### src/rtl/clser_pkg.sv
package clser_pkg;

  localparam int unsigned CL_SLOTS  = 7;   // bit slots per pixel period
  localparam int unsigned CL_LANES  = 4;   // serial data lanes
  localparam int unsigned CL_CHAN_W = 8;   // bits per colour channel
  localparam int unsigned CL_HIGH   = 4;   // clock-lane high slots
  localparam int unsigned CL_PIX_W  = 3 * CL_CHAN_W;
  localparam int unsigned CL_WORD_W = CL_SLOTS * CL_LANES;

  typedef enum logic [1:0] {
    FMT_RGB    = 2'd0,
    FMT_GRAY14 = 2'd1,
    FMT_GRAY8  = 2'd2,
    FMT_WIDE16 = 2'd3
  } fmt_e;

  typedef struct packed {
    logic                 spare;
    logic                 dval;
    logic                 fval;
    logic                 lval;
    logic [CL_CHAN_W-1:0] blu;
    logic [CL_CHAN_W-1:0] grn;
    logic [CL_CHAN_W-1:0] red;
  } cl_word_t;

  // Place a pixel value onto the colour field for the chosen format.
  function automatic logic [CL_PIX_W-1:0] place_pixel(input fmt_e fmt,
                                                      input logic [CL_PIX_W-1:0] pix);
    logic [CL_CHAN_W-1:0] r, g, b;
    r = '0;
    g = '0;
    b = '0;
    unique case (fmt)
      FMT_RGB: begin
        r = pix[7:0];
        g = pix[15:8];
        b = pix[23:16];
      end
      FMT_GRAY14: begin
        r      = pix[7:0];
        g[5:0] = pix[13:8];
      end
      FMT_GRAY8: begin
        r[7:6] = pix[1:0];
        g[5:0] = pix[7:2];
      end
      FMT_WIDE16: begin
        r = pix[7:0];
        g = pix[15:8];
      end
      default: ;
    endcase
    return {b, g, r};
  endfunction

endpackage

### src/rtl/clser_phase.sv
module clser_phase #(
  parameter int unsigned SLOTS      = clser_pkg::CL_SLOTS,
  parameter int unsigned HIGH_SLOTS = clser_pkg::CL_HIGH,
  localparam int unsigned PW        = $clog2(SLOTS)
) (
  input  logic          clk,
  input  logic          rst_n,
  output logic [PW-1:0] slot_o,
  output logic          load_o,
  output logic          clk_lane_o
);

  localparam int unsigned HALF     = HIGH_SLOTS / 2;
  localparam logic [PW-1:0] LAST   = PW'(SLOTS - 1);
  localparam logic [PW-1:0] START  = PW'(SLOTS - HALF);

  // Clock level for a slot: high across the pixel boundary, centred on it.
  function automatic logic level_of(input logic [PW-1:0] s);
    return (32'(s) < HALF) || (32'(s) >= SLOTS - HALF);
  endfunction

  logic [PW-1:0] slot_q, slot_nxt;
  logic          clk_q;

  always_comb slot_nxt = (slot_q == LAST) ? '0 : slot_q + 1'b1;

  always_ff @(posedge clk) begin
    if (!rst_n) begin
      slot_q <= START;
      clk_q  <= level_of(START);
    end else begin
      slot_q <= slot_nxt;
      clk_q  <= level_of(slot_nxt);
    end
  end

  assign slot_o     = slot_q;
  assign load_o     = (slot_q == LAST);
  assign clk_lane_o = clk_q;

endmodule

### src/rtl/clser_mapper.sv
module clser_mapper
  import clser_pkg::*;
(
  input  fmt_e                  fmt_i,
  input  logic [CL_PIX_W-1:0]   pix_i,
  input  logic                  lval_i,
  input  logic                  fval_i,
  input  logic                  dval_i,
  output logic [CL_WORD_W-1:0]  word_o
);

  cl_word_t w;

  always_comb begin
    w       = '0;
    {w.blu, w.grn, w.red} = place_pixel(fmt_i, pix_i);
    w.lval  = lval_i;
    w.fval  = fval_i;
    w.dval  = dval_i;
    w.spare = 1'b0;
  end

  assign word_o = w;

endmodule

### src/rtl/clser_lane.sv
module clser_lane #(
  parameter int unsigned SLOTS = clser_pkg::CL_SLOTS
) (
  input  logic             clk,
  input  logic             rst_n,
  input  logic             load_i,
  input  logic [SLOTS-1:0] par_i,
  output logic             ser_o
);

  logic [SLOTS-1:0] sreg_q;

  always_ff @(posedge clk) begin
    if (!rst_n)      sreg_q <= '0;
    else if (load_i) sreg_q <= par_i;
    else             sreg_q <= {sreg_q[SLOTS-2:0], 1'b0};
  end

  assign ser_o = sreg_q[SLOTS-1];

endmodule

### src/rtl/clink_serializer.sv
module clink_serializer
  import clser_pkg::*;
#(
  parameter int unsigned SLOTS      = CL_SLOTS,
  parameter int unsigned LANES      = CL_LANES,
  parameter int unsigned HIGH_SLOTS = CL_HIGH,
  localparam int unsigned WORD_W    = SLOTS * LANES,
  localparam int unsigned PW        = $clog2(SLOTS)
) (
  input  logic                clk_bit,
  input  logic                rst_n,
  input  logic [1:0]          fmt_i,
  input  logic [CL_PIX_W-1:0] pix_i,
  input  logic                lval_i,
  input  logic                fval_i,
  input  logic                dval_i,
  output logic                take_o,
  output logic                clk_lane_o,
  output logic [LANES-1:0]    data_lane_o
);

  logic [PW-1:0]      slot;
  logic               load;
  logic [WORD_W-1:0]  mapped_word;

  clser_phase #(.SLOTS(SLOTS), .HIGH_SLOTS(HIGH_SLOTS)) u_phase (
    .clk        (clk_bit),
    .rst_n      (rst_n),
    .slot_o     (slot),
    .load_o     (load),
    .clk_lane_o (clk_lane_o)
  );

  clser_mapper u_map (
    .fmt_i  (fmt_e'(fmt_i)),
    .pix_i  (pix_i),
    .lval_i (lval_i),
    .fval_i (fval_i),
    .dval_i (dval_i),
    .word_o (mapped_word)
  );

  for (genvar k = 0; k < LANES; k++) begin : g_lane
    clser_lane #(.SLOTS(SLOTS)) u_lane (
      .clk    (clk_bit),
      .rst_n  (rst_n),
      .load_i (load),
      .par_i  (mapped_word[k*SLOTS +: SLOTS]),
      .ser_o  (data_lane_o[k])
    );
  end

  assign take_o = load;

  logic unused_slot;
  assign unused_slot = ^slot;

endmodule

### config.mk
export PLATFORM = sky130hd
export DESIGN_NAME = clink_serializer
export DESIGN_NICKNAME = d
export VERILOG_FILES = /design/src/rtl/clser_pkg.sv /design/src/rtl/clser_phase.sv /design/src/rtl/clser_mapper.sv /design/src/rtl/clser_lane.sv /design/src/rtl/clink_serializer.sv
export SDC_FILE = /design/constraint.sdc
export NUM_CORES = 1
export LEC_CHECK = 0
export ABC_AREA = 1
export BUFFER_PORTS_ARGS = -buffer_cell sky130_fd_sc_hd__buf_2
export CORE_ASPECT_RATIO = 0.8
export CORE_MARGIN = 2
export CORE_UTILIZATION = 49
export CTS_BUF_LIST = sky130_fd_sc_hd__clkbuf_4 sky130_fd_sc_hd__clkbuf_8
export DETAILED_ROUTE_END_ITERATION = 16
export PLACE_DENSITY = 0.77
export SLEW_MARGIN = 20
export SYNTH_ARGS = -nofsm -noshare
export SYNTH_HDL_FRONTEND = slang
export SYNTH_HIERARCHICAL = 1
export SYNTH_SLANG_ARGS = --single-unit
### constraint.sdc
create_clock -name clk_bit -period 1.5 [get_ports clk_bit]
set_clock_uncertainty 0.1 [all_clocks]
set_input_delay 0.15 -clock clk_bit [delete_from_list [all_inputs] [get_ports clk_bit]]
set_output_delay 0.15 -clock clk_bit [all_outputs]
set_load 0.005 [all_outputs]
==> key figures <==
Floorplanning
  • Effective utilization at floorplan: 50.5%
  • Die Outline Area: 0.00360 mm2
  • Area of the core region: 0.00304 mm2
  • Die width: 66.6 um
  • Site Rows: 18
  • Die outline height: 54.1 um
  • I/O pin total: 37

Setup path
  • Worst setup path end: take_o
  • Flop-to-flop setup slack: 0.10 ns
  • Crit path buffers/inverters: 2
  • Top fanout value on the critical path: 14
  • Cell class contributing the biggest share of worst-path delay: flip-flops
  • Worst reg2reg startpoint: u_phase/slot_o[1]
  • Endpoint class of the critical path: output port
  • Library cell contributing the largest single delay on the critical path: dfxtp_1
  • Critical path depth: 4
  • Data required time at the worst endpoint: 1.25 ns
  • Critical Path Source: u_phase/slot_o[1]
  • CP Data Arrival Time: 1.18 ns
  • Worst path max stage delay: 0.39 ns
  • Capture point of the worst reg-to-reg path: g_lane[2].u_lane/sreg_q[6]
  • Cells along the critical path: nand2_2 -> nor2_4 -> buf_12 -> buf_2
  • Category of the most critical setup path: reg2out
  • Crit start category: flip-flop
  • Number of cells on the worst reg-to-reg path: 7

Clock network
  • TritonCTS clock tree: done
  • Clock edge transition at the registers on the reported setup and hold paths: 0.07 ns
  • Hold-fix buffer count after cts: 0
  • Clock Latency Late Sink: 0.27 ns
  • Worst-case clock buffer depth: 2
  • Cell at the root of the clock tree: clkbuf_8
  • Maximum level of the CTS H-tree: 2
  • Clk sinks: 32
  • Total clock buffers created by CTS: 5

Final layout
  • Area grow syn2layout: 22.7%
  • Number of inserted diodes: 0
  • Final standard cell utilization of the core: 62.0%
  • Proportion of layout cells with a drive suffix above 1: 19.6%
  • Fin nets: 317

Power and ir drop
  • Power consumption: 1890 uW
  • Peak supply drop: 0.624 mV
  • Internal power: 1410 uW
  • Total power density per cell area: 1000 mW/mm2
  • Clock share of power: 34.9%
  • Switching share of total power: 25.2%
  • Power share of the combinational group: 16.3%
  • Net Sw Power: 475 uW
  • Static power due to leakage: 0.00108 uW
  • Reg power frac: 48.8%

Run
  • Count of max-cap constraint violations: 0

Drt
  • DRC viols: 0
  • Wire length reported by the detailed router: 2840 um
  • Routed vias: 1394
  • Number of DRC violations after detailed-routing iteration 0: 47
  • Top routing layer in use: met4
  • Length of routed met2 wiring: 1330 um
  • Met3 layer wire length in the routed design: 93 um
  • Number of optimization iterations in the first detailed-route pass: 6
  • M1 WL: 1380 um
  • Antenna Nets Post-Route: 0
  • Vias per cell: 4.29
  • Wirelength per Cell: 8.75 um

GRT
  • Pin count of the biggest net entering global routing: 27
  • Vias in the first global route: 1218
  • Congestion Overflow GR: 0
  • GRT Overall Usage: 18.2%
  • Antenna violations before repair: 0
  • Global-route wire length before repair: 4910 um

Timing
  • Max-slew violation count: 0
  • Setup repair after global routing missed its margin: false
  • Final cycle utilization of the critical path: 95.5%
  • Count of endpoints failing hold in the final timing report: 0
  • Total of endpoints with negative setup slack in the final report: 0
  • Setup Total Neg Slack: 0 ns
  • Final critical path time including I/O delays and setup: 1.43 ns
  • Highest achievable clock rate: 0.698 GHz

Yosys
  • Largest cells by area after synthesis: dfxtp_1, nand2_1, nor2_1
  • Total of warnings raised by yosys: 6
  • Average size of a mapped cell: 6.27 um2
  • Netlist Area Pre-Place: 0.00154 mm2
  • Portion of synthesized cell area occupied by the leading cell type: 41.7%
  • Sequential-to-total area share from yosys stat: 41.7%
  • Synth cell types: 15
  • Synth Net Count: 278
  • Mapped Cells: 245
  • Largest area contributor in the netlist: dfxtp_1
  • Yosys reg bits: 32

Place
  • Weighted congestion reported at the end of routability-driven placement: 0.765
  • Hpwl dp: 1840 um
  • Count of buffers inserted at the top-level ports: 36

Run status
  • Run status: complete, no violations

Hold path
  • Tightest Hold Check Type: in2reg
  • Hold path startpoint: lval_i
==> state kept, by name (all words and copies together), names as in the netlist <==
signal	count
u_phase/clk_lane_o	1
g_lane.u_lane/sreg_q	28
u_phase/slot_o	3
==> synthesized netlist by cell type (all sizes together) <==
| cell | instances |
|---|---|
| dfxtp | 32 |
| clkinv | 1 |
| nor2 | 60 |
| buf | 10 |
| conb | 1 |
| a21oi | 1 |
| o21bai | 1 |
| nand2 | 87 |
| and3 | 4 |
| ha | 2 |
| inv | 46 |
==> what timing repair did <==
| action | 4_1_cts | 5_1_grt |
|---|---|---|
| buffers inserted | 0 | 1 |
| gates cloned | 2 | 0 |
| pin swaps | 0 | 1 |
| setup endpoints to repair | 1 | 1 |
| resized for setup | 0 | 1 |
==> metrics by stage <==
step / hold WS, ns / setup WS (ns) / area [um2] / instances
after floorplan: 0.119 / 0.0589 / 1540 / 245
after global placement: 0.330 / 0.274 / 1720 / 314
after detailed placement: 0.336 / 0.249 / 1720 / 314
after CTS: 0.0589 / 0.0278 / 1880 / 324
after global routing: 0.0775 / 0.00894 / 1890 / 325
final: 0.0630 / 0.0678 / 1890 / 325
==> logic make-up (layout without fill, tap and decap cells) <==
group | count (synthesis) | in the layout | synth area share (%)
and+or+nand+nor | 151 | 151 | 38.2
adders and majority gates | 2 | 2 | 1.63
buffers and inverters | 57 | 97 | 17.4
other | 1 | 1 | 0.244
AOI/OAI and AO/OA | 2 | 2 | 0.814
DFF | 32 | 32 | 41.7
==> cell usage in the layout (no fill, tap or decap), drive strengths merged <==
cell,count
a21oi,1
and3,4
buf,40
bufbuf,2
clkbuf,6
clkinv,3
conb,1
dfxtp,32
ha,2
inv,46
nand2,87
nor2,60
o21bai,1
==> worst min-delay path: stages <==
cell	delay, ns
buf_2	0.07
inv_1	0.03
nand2_1	0.04
nand2_1	0.04
nor2_1	0.07
==> power by group through the flow <==
stage	sequential (uW)	combinational, uW	clock (uW)
after floorplan	935	197	0
after global placement	936	269	0
after detailed placement	937	275	0
after CTS	918	306	671
after global routing	924	356	725
final	920	308	659
==> layer usage <==
layer | vias to the layer above | global-route usage [%]
met3 | 6 | 4.39
li1 | 763 | -
met4 | 0 | 7.48
met1 | 602 | 22.2
met5 | - | 0
met2 | 23 | 31.0
==> final cells by class <==
cell class / instances / area (um2)
timing repair buffer: 42 / 288
multi-input combinational: 156 / 638
fill: 299 / 1150
tap: 40 / 50.0
clock buffer: 6 / 82.6
inverter: 47 / 176
sequential: 32 / 641
clock inverter: 2 / 10.0
==> how the worst min path moves through the flow <==
| stage | cells after the start | to |
|---|---|---|
| floorplan | 1 | u_phase/slot_o[0] |
| global placement | 2 | g_lane[0].u_lane/sreg_q[5] |
| detailed placement | 2 | g_lane[3].u_lane/sreg_q[2] |
| CTS | 5 | g_lane[3].u_lane/sreg_q[3] |
| global route | 5 | g_lane[3].u_lane/sreg_q[3] |
| finish | 5 | g_lane[3].u_lane/sreg_q[3] |
Note: power is estimated with default switching activity, not from simulation.
